--- src/rtl/laser_safety_seq.sv ---
`timescale 1ns/1ps
module laser_safety_seq #(
  parameter int NCH       = 12,
  parameter int COLD_CYC  = 12_000_000,
  parameter int WARM_CYC  = 11_000_000,
  parameter int STEP1_CYC = 840_000,
  parameter int STEP_CYC  = 920_000,
  parameter int HOLD_CYC  = 200_000
) (
  input  logic           clk,
  input  logic           rst_pwr_n,
  input  logic           tx_on_i,
  input  logic           tx_off_i,
  input  logic           ctl_rst_n_i,
  input  logic           flt_ocur_i,
  input  logic           flt_temp_i,
  input  logic           flt_cal_i,
  output logic [NCH-1:0] ch_en_o,
  output logic           fault_n_o
);
  localparam int MAX_A = (COLD_CYC > WARM_CYC) ? COLD_CYC : WARM_CYC;
  localparam int MAX_B = (STEP_CYC > STEP1_CYC) ? STEP_CYC : STEP1_CYC;
  localparam int MAX_C = (MAX_A > MAX_B) ? MAX_A : MAX_B;
  localparam int TW = $clog2(MAX_C + 1);
  localparam int HW = $clog2(HOLD_CYC + 1);
  localparam int CW = $clog2(NCH + 1);

  logic [1:0] on_sy, off_sy, rst_sy;
  logic [2:0] flt_s1, flt_s2;
  logic on_s, off_s, rst_s_n, flt_any_s;

  always_ff @(posedge clk or negedge rst_pwr_n)
    if (!rst_pwr_n) begin
      on_sy  <= 2'b00;
      off_sy <= 2'b00;
      rst_sy <= 2'b11;
      flt_s1 <= '0;
      flt_s2 <= '0;
    end else begin
      on_sy  <= {on_sy[0], tx_on_i};
      off_sy <= {off_sy[0], tx_off_i};
      rst_sy <= {rst_sy[0], ctl_rst_n_i};
      flt_s1 <= {flt_cal_i, flt_temp_i, flt_ocur_i};
      flt_s2 <= flt_s1;
    end

  assign on_s      = on_sy[1];
  assign off_s     = off_sy[1];
  assign rst_s_n   = rst_sy[1];
  assign flt_any_s = |flt_s2;

  logic          req_raw, off_q, fault_q, cold_q, blocked;
  logic [HW-1:0] hcnt;
  logic [TW-1:0] tmr, tgt_m1;
  logic [CW-1:0] on_cnt;

  assign req_raw = ~on_s | off_s;

  always_ff @(posedge clk or negedge rst_pwr_n)
    if (!rst_pwr_n) begin
      hcnt  <= '0;
      off_q <= 1'b0;
    end else if (!req_raw) begin
      hcnt  <= '0;
      off_q <= 1'b0;
    end else if (!off_q) begin
      if (hcnt == HW'(HOLD_CYC - 1)) off_q <= 1'b1;
      else hcnt <= hcnt + 1'b1;
    end

  always_ff @(posedge clk or negedge rst_pwr_n)
    if (!rst_pwr_n)   fault_q <= 1'b0;
    else if (!rst_s_n) fault_q <= 1'b0;
    else if (flt_any_s) fault_q <= 1'b1;

  assign blocked = off_q | fault_q | ~rst_s_n;

  always_comb
    if (on_cnt == '0)           tgt_m1 = cold_q ? TW'(COLD_CYC - 1) : TW'(WARM_CYC - 1);
    else if (on_cnt == CW'(1) && !cold_q) tgt_m1 = TW'(STEP1_CYC - 1);
    else                        tgt_m1 = TW'(STEP_CYC - 1);

  always_ff @(posedge clk or negedge rst_pwr_n)
    if (!rst_pwr_n) begin
      cold_q <= 1'b1;
      on_cnt <= '0;
      tmr    <= '0;
    end else if (blocked) begin
      cold_q <= 1'b0;
      on_cnt <= '0;
      tmr    <= '0;
    end else if (on_cnt != CW'(NCH)) begin
      if (tmr == tgt_m1) begin
        on_cnt <= on_cnt + 1'b1;
        tmr    <= '0;
      end else begin
        tmr <= tmr + 1'b1;
      end
    end

  for (genvar g = 0; g < NCH; g++) begin : g_ch
    assign ch_en_o[g] = ~blocked & (on_cnt > CW'(g));
  end

  assign fault_n_o = ~fault_q;
endmodule


--- config.mk ---
export PLATFORM = sky130hd
export DESIGN_NAME = laser_safety_seq
export DESIGN_NICKNAME = d
export VERILOG_FILES = /design/src/rtl/laser_safety_seq.sv
export SDC_FILE = /design/constraint.sdc
export NUM_CORES = 1
export LEC_CHECK = 0
export BUFFER_PORTS_ARGS = -buffer_cell sky130_fd_sc_hd__buf_2
export CAP_MARGIN = 20
export CORE_ASPECT_RATIO = 0.7
export CORE_MARGIN = 10
export CORE_UTILIZATION = 64
export CTS_BUF_LIST = sky130_fd_sc_hd__clkbuf_16
export DETAILED_ROUTE_END_ITERATION = 10
export PLACE_DENSITY = 0.92
export SLEW_MARGIN = 40
export SYNTH_ARGS = -nofsm -noshare
export SYNTH_HDL_FRONTEND = slang
export SYNTH_SLANG_ARGS = --single-unit
--- constraint.sdc ---
create_clock -name clk -period 5.95 [get_ports clk]
set_input_delay 0 -clock clk [delete_from_list [all_inputs] [get_ports clk]]
set_output_delay 0 -clock clk [all_outputs]
set_load 0.03 [all_outputs]
==> flow_summary.toml, run 1 <==
[logic_synthesis]
synth_ff_type = "dfrtp_1"
synthCells = 315
synth_area_leaders = "dfrtp_1 47%, nor2_1 7.3%, xor2_1 5.9%, xnor2_1 4.5%, ha_1 2.8%"
synth_area_mm2 = 0.00310
synth_top_area_share = 0.469
synth_edf_count = 0
synth_seq_area_share = 0.494
synth_nets = 330
ys_ff_latch = 61
synth.largest_area_cell = "dfrtp_1"
synth.distinct_cells = 46
synth.yosys.warnings = 0
synth_most_common_cell = "nor2_1"
synth_area_per_cell_um2 = 9.83
synthArstFlopShare = 1.00
yosys-top-cells-count = "60 x nor2_1, 58 x dfrtp_1, 22 x nand2_1"

[timing]
fin_crit_ns = 2.83
skew_ns = 0.00740
relSlewSlack = 0.502
fmax_mhz = 353
final-setup-viol-count = 0
rsz0062_at_grt = "no"
min_period_over_period = 0.476
hold_viol = 0
finalMaxSlewViolations = 0
fin_setup_tns_ns = 0
whs_ns = 0.304
tightest_slew_ns = 0.747

[final_layout]
fin_nets = 362
multiInputGateArea_mm2 = 0.00148
final_cells = 409
seqCellArea_mm2 = 0.00153
n_antenna_cell = 0
area_delta_synth_final_pct = 17.1
final_util = 0.766
post_route_cells_drive_above_1_share = 0.148
num-fill-cells = 282
design_area_mm2 = 0.00362

[critical_path]
cp-end-kind = "flop"
r2r_cells = 8
crit_type = "reg -> reg"
reg2reg_to = "tmr[15]"
worst_ep_arrival_time_ns = 3.03
rrSetupSlack_ns = 3.12
crit_fanout = 19
crit_path_start_kind = "flop"
rr_startpoint = "on_cnt[1]"
worstPathRequired_ns = 6.14

[detailed_routing]
drt-initial-drc-count = 418
via_count = 2516
via_per_inst = 6.15
drc_errors = 0
postRouteAntennaNets = 0
wirelength_um = 7040
dr.pass1.iters = 7
wire_per_inst_um = 17.2

[place]
io_buffers = 20
place.gp.congestion = 0.882
placedCellCount = 386
post-dp-hpwl_um = 4490
place_area_mm2 = 0.00324

[grt]
grt_max_degree = 62
antenna_found_initial = 0
grt-ovfl-total = 0
grt_usage = 0.188
grt_first_pass_wirelength_um = 12000
grt_pass1_vias = 2457

[floorplan]
start_util = 0.654
core_mm2 = 0.00473
rows = 21
dieArea_mm2 = 0.00806
io_pins = 21
die_h_um = 78.2
die_w_um = 103

[clock_tree]
h-tree-depth = 3
clk_latency_ns = 0.33
clockRootBuffer = "clkbuf_16"
clockBufferDepth = 2
numCtsBuffers = 9
tritoncts = "yes"
clk_pin_slew_ns = 0.06
clkSinkCount = 61

[hold_path]
hold_start = "ctl_rst_n_i"
hp-class = "in -> reg"
whs_path_depth = 2
holdPathEnd = "rst_sy[0]"

[outcome]
status = "finished, final reports clean"

[power_and_ir_drop]
leakage_nw = 1.60
peakVddDrop_uv = 255
power_density_mw_per_mm2 = 280

[job]
drv_cap = 0
-- power breakdown --
group	internal, mW	leakage, nW	switching [mW]
combinational	0.0174	0.647	0.0285
clock	0.330	0.145	0.198
sequential	0.430	0.810	0.0118
-- flip-flops by register name, summed over array words and instances, names as in the netlist --
register	flops
on_sy	2
flt_s1	3
off_sy	2
off_q	1
fault_q	1
rst_sy	2
tmr	24
flt_s2	3
cold_q	1
hcnt	18
on_cnt	4
-- timing repair --
action                                 in CTS  in global routing
resized for setup                           0                  0
endpoints found under the hold margin      64                  0
hold buffers                                7                  0
buffers inserted                            0                  0
-- final cells by class --
type / count / share of cell area
sequential: 61 / 0.422
inverter: 13 / 0.0135
timing repair buffer: 29 / 0.0511
clock buffer: 9 / 0.0621
multi-input combinational: 233 / 0.409
tap: 57 / 0.0197
clock inverter: 7 / 0.0228
-- stage by stage --
step | setup slack [ns] | power (mW)
detailed placement | 3.15 | 0.490
floorplan | 3.48 | 0.471
finish | 3.12 | 1.02
CTS | 3.14 | 1.02
global route | 2.94 | 1.05
global placement | 3.17 | 0.487
-- layout by cell type, fill, tap and decap left out, types with 2 or more instances in the layout --
cell / n
nand4_1: 10
and4_1: 6
dfrtp_1: 58
nand2_1: 22
and2_1: 4
a21oi_1: 7
dlygate4sd3_1: 7
o21ai_0: 7
mux2i_1: 2
inv_1: 13
or3_1: 4
buf_2: 20
inv_6: 2
nand3_1: 14
o31ai_1: 3
nor3_1: 8
or4b_2: 2
xor2_1: 21
nor2_1: 60
xnor2_1: 16
nor4b_1: 3
buf_4: 2
clkbuf_16: 9
ha_1: 7
dfstp_2: 3
and3_1: 11
or4_1: 2
clkinvlp_4: 2
nor2b_1: 3
-- logic make-up after synthesis --
| group | share of synthesized area |
|---|---|
| adders and majority gates | 0.0283 |
| muxes | 0.00647 |
| AOI/OAI and AO/OA | 0.0695 |
| DFF | 0.494 |
| and+or+nand+nor | 0.266 |
| buffers and inverters | 0.0307 |
| xor gates and xnor gates | 0.105 |
-- critical path: stages (launching register included) --
cell and delay [ns]:
dfrtp_1 0.45, inv_1 0.18, ha_1 0.20, or4b_4 0.47
or3_1 0.38, a22oi_2 0.25, nand4_4 0.17, o21ai_4 0.46
nor2_1 0.13
-- layer usage --
layer	GRT usage	share of wire	up-vias	wire length, µm
met5	0	0	-	0
met4	0.0706	0.025	0	174
met3	0.0735	0.11	23	744
met2	0.276	0.45	153	3170
met1	0.245	0.42	1193	2950
li1	-	-	1147	-
-- worst max path at each step --
stage	endpoint	from	slack, ns	depth (start not counted)
floorplan	tmr[15]	on_cnt[1]	3.48	9
global placement	tmr[13]	rst_sy[1]	3.17	6
detailed placement	tmr[17]	on_cnt[1]	3.15	8
CTS	tmr[3]	on_cnt[1]	3.14	8
global route	tmr[5]	on_cnt[1]	2.94	8
finish	tmr[15]	on_cnt[1]	3.12	8
Power figures use the tool's default switching activity.
==> run 2: changes to the inputs <==
--- a/config.mk
+++ b/config.mk
@@ -9,10 +9,10 @@
 export CAP_MARGIN = 20
 export CORE_ASPECT_RATIO = 0.7
 export CORE_MARGIN = 10
-export CORE_UTILIZATION = 64
+export CORE_UTILIZATION = 54
 export CTS_BUF_LIST = sky130_fd_sc_hd__clkbuf_16
 export DETAILED_ROUTE_END_ITERATION = 10
-export PLACE_DENSITY = 0.92
+export PLACE_DENSITY = 0.83
 export SLEW_MARGIN = 40
 export SYNTH_ARGS = -nofsm -noshare
 export SYNTH_HDL_FRONTEND = slang
==> constraint.sdc (replaced) <==
create_clock -name clk -period 2.4 [get_ports clk]
set_input_delay 0 -clock clk [delete_from_list [all_inputs] [get_ports clk]]
set_output_delay 0 -clock clk [all_outputs]
set_load 0.03 [all_outputs]
==> flow_summary.toml, run 2 (synthesis gave the netlist of run 1 again) <==
[power_and_ir_drop]
p_int_mw = 1.92
swShare = 0.226
seqPwrFrac = 0.441
peakVddDrop_uv = 673
finalPower_mw = 2.49
power_density_mw_per_mm2 = 653
leakage_nw = 1.68
power_frac_comb = 0.050
power_switching_mw = 0.562
clock_power_share = 0.509

[timing]
tightest_slew_ns = 0.639
fin_crit_ns = 2.43
rsz0062_at_grt = "yes"
relSlewSlack = 0.570
finalMaxSlewViolations = 0
fmax_mhz = 412
skew_ns = 0.00563
final-setup-viol-count = 19
min_period_over_period = 1.01
hold_viol = 0
finalWorstSetupSlack_ns = -0.0268
fin_setup_tns_ns = -0.352

[place]
place.gp.congestion = 0.907
post-dp-hpwl_um = 4900
io_buffers = 20

[critical_path]
worst_ep_arrival_time_ns = 2.64
crit_path_start_kind = "flop"
cp_slowest_stage_delay_ns = 0.46
crit_family = "simple AND/OR/NAND/NOR gates"
crit_buf_inv = 2
crit_chain = "inv_2, ha_4, or4b_4, or3_4, a22oi_2, nand4_4, o21ai_4, buf_12, nor2_1"
crit_type = "reg -> reg"
cp-end-kind = "flop"
crit_fanout = 19
cpMaxStageDelayCell = "or4b_4"
worstPathRequired_ns = 2.61

[final_layout]
top_register = "tmr"
top_regs = "tmr x24, hcnt x18, on_cnt x4"
fin_nets = 378
final_common_cell = "nor2_1"
largest_reg_flops = 24
post_route_cells_drive_above_1_share = 0.209
n_antenna_cell = 0
area_delta_synth_final_pct = 23.0
layout_common_cells = "59 x nor2_1, 57 x dfrtp_1, 22 x nand2_1, 21 x xor2_1, 19 x buf_2"

[detailed_routing]
wire_per_inst_um = 15.6
drc_errors = 0
wirelength_um = 6880
via_per_inst = 5.61
postRouteAntennaNets = 0
dr.pass1.iters = 5
drt-initial-drc-count = 226
via_count = 2469

[floorplan]
io_pins = 21
dieArea_mm2 = 0.00921
die_h_um = 83.3
die_w_um = 110
start_util = 0.574
rows = 22
core_mm2 = 0.00540

[outcome]
violations = "setup timing"
status = "finished with violations"

[clock_tree]
clkSinkCount = 61
clk_pin_slew_ns = 0.05
h-tree-depth = 3
numCtsBuffers = 9
clockBufferDepth = 2
clockRootBuffer = "clkbuf_16"
clk_latency_ns = 0.33
tritoncts = "yes"

[grt]
grt_pass1_vias = 2440
grt_first_pass_wirelength_um = 11900
antenna_found_initial = 0
grt_max_degree = 46
grt_usage = 0.152
grt-ovfl-total = 0

[hold_path]
hp-class = "in -> async"

[job]
drv_cap = 0
-- run 2: changes by cell type in the layout (fill, tap and decap cells not counted), moves of 2 or more --
cell / before / now
buf_4: 2 / 18
nor3_1: 8 / 4
nor3_2: 0 / 4
inv_1: 13 / 11
inv_2: 0 / 2
-- run 2: power by group through the flow --
stage          combinational, mW  sequential, mW  clock, mW
2_1_floorplan             0.0639            1.10          0
4_1_cts                    0.123            1.10       1.28
3_3_place_gp               0.107            1.11          0
3_5_place_dp               0.113            1.11          0
5_1_grt                    0.137            1.10       1.34
6_report                   0.123            1.10       1.27
-- run 2: final timing paths --
path,slack (ns),depth (start not counted),start,end
min in group clk,0.31,2,flt_temp_i,flt_s1[1]
min reg2reg,0.35,0,on_sy[0],on_sy[1]
max reg2reg,-0.03,9,on_cnt[1],tmr[5]
max in group asynchronous,1.61,3,rst_pwr_n,tmr[19]
min,0.22,2,rst_pwr_n,on_sy[1]
max,-0.03,9,on_cnt[1],tmr[5]
-- run 2: cell type report --
cell class / instances / area, µm²
Clock buffer: 9 / 225
Timing Repair Buffer: 45 / 320
Inverter: 13 / 48.8
Multi-Input combinational cell: 233 / 1520
Fill cell: 378 / 1590
Tap cell: 72 / 90.1
Clock inverter: 7 / 75.1
Sequential cell: 61 / 1530
-- run 2: stage by stage --
stage               setup slack, ns  utilization  instances  instance area (µm²)  hold slack, ns
finish                      -0.0268        0.706        440                 3810           0.218
global route                 -0.125        0.706        440                 3810           0.268
CTS                          0.0119        0.697        437                 3760           0.221
detailed placement          0.00502        0.628        414                 3390          0.0228
global placement             0.0425        0.628        414                 3390           0.105
floorplan                  0.000445            -        315                 3120          -0.296
-- run 2: repair_timing --
item | in CTS | in global routing
endpoints found under the setup margin | 1 | 25
gates cloned | 0 | 0
pin swaps | 0 | 7
endpoints found under the hold margin | 46 | 0
gates resized for setup | 1 | 7
buffers inserted | 0 | 3
hold buffers | 7 | 0
-- run 2: routing by layer --
layer,wire length (µm),vias to the layer above,track usage
met4,75,0,0.0504
met2,2990,100,0.217
met1,3230,1183,0.209
li1,-,1180,-
met5,0,-,0
met3,578,6,0.0503
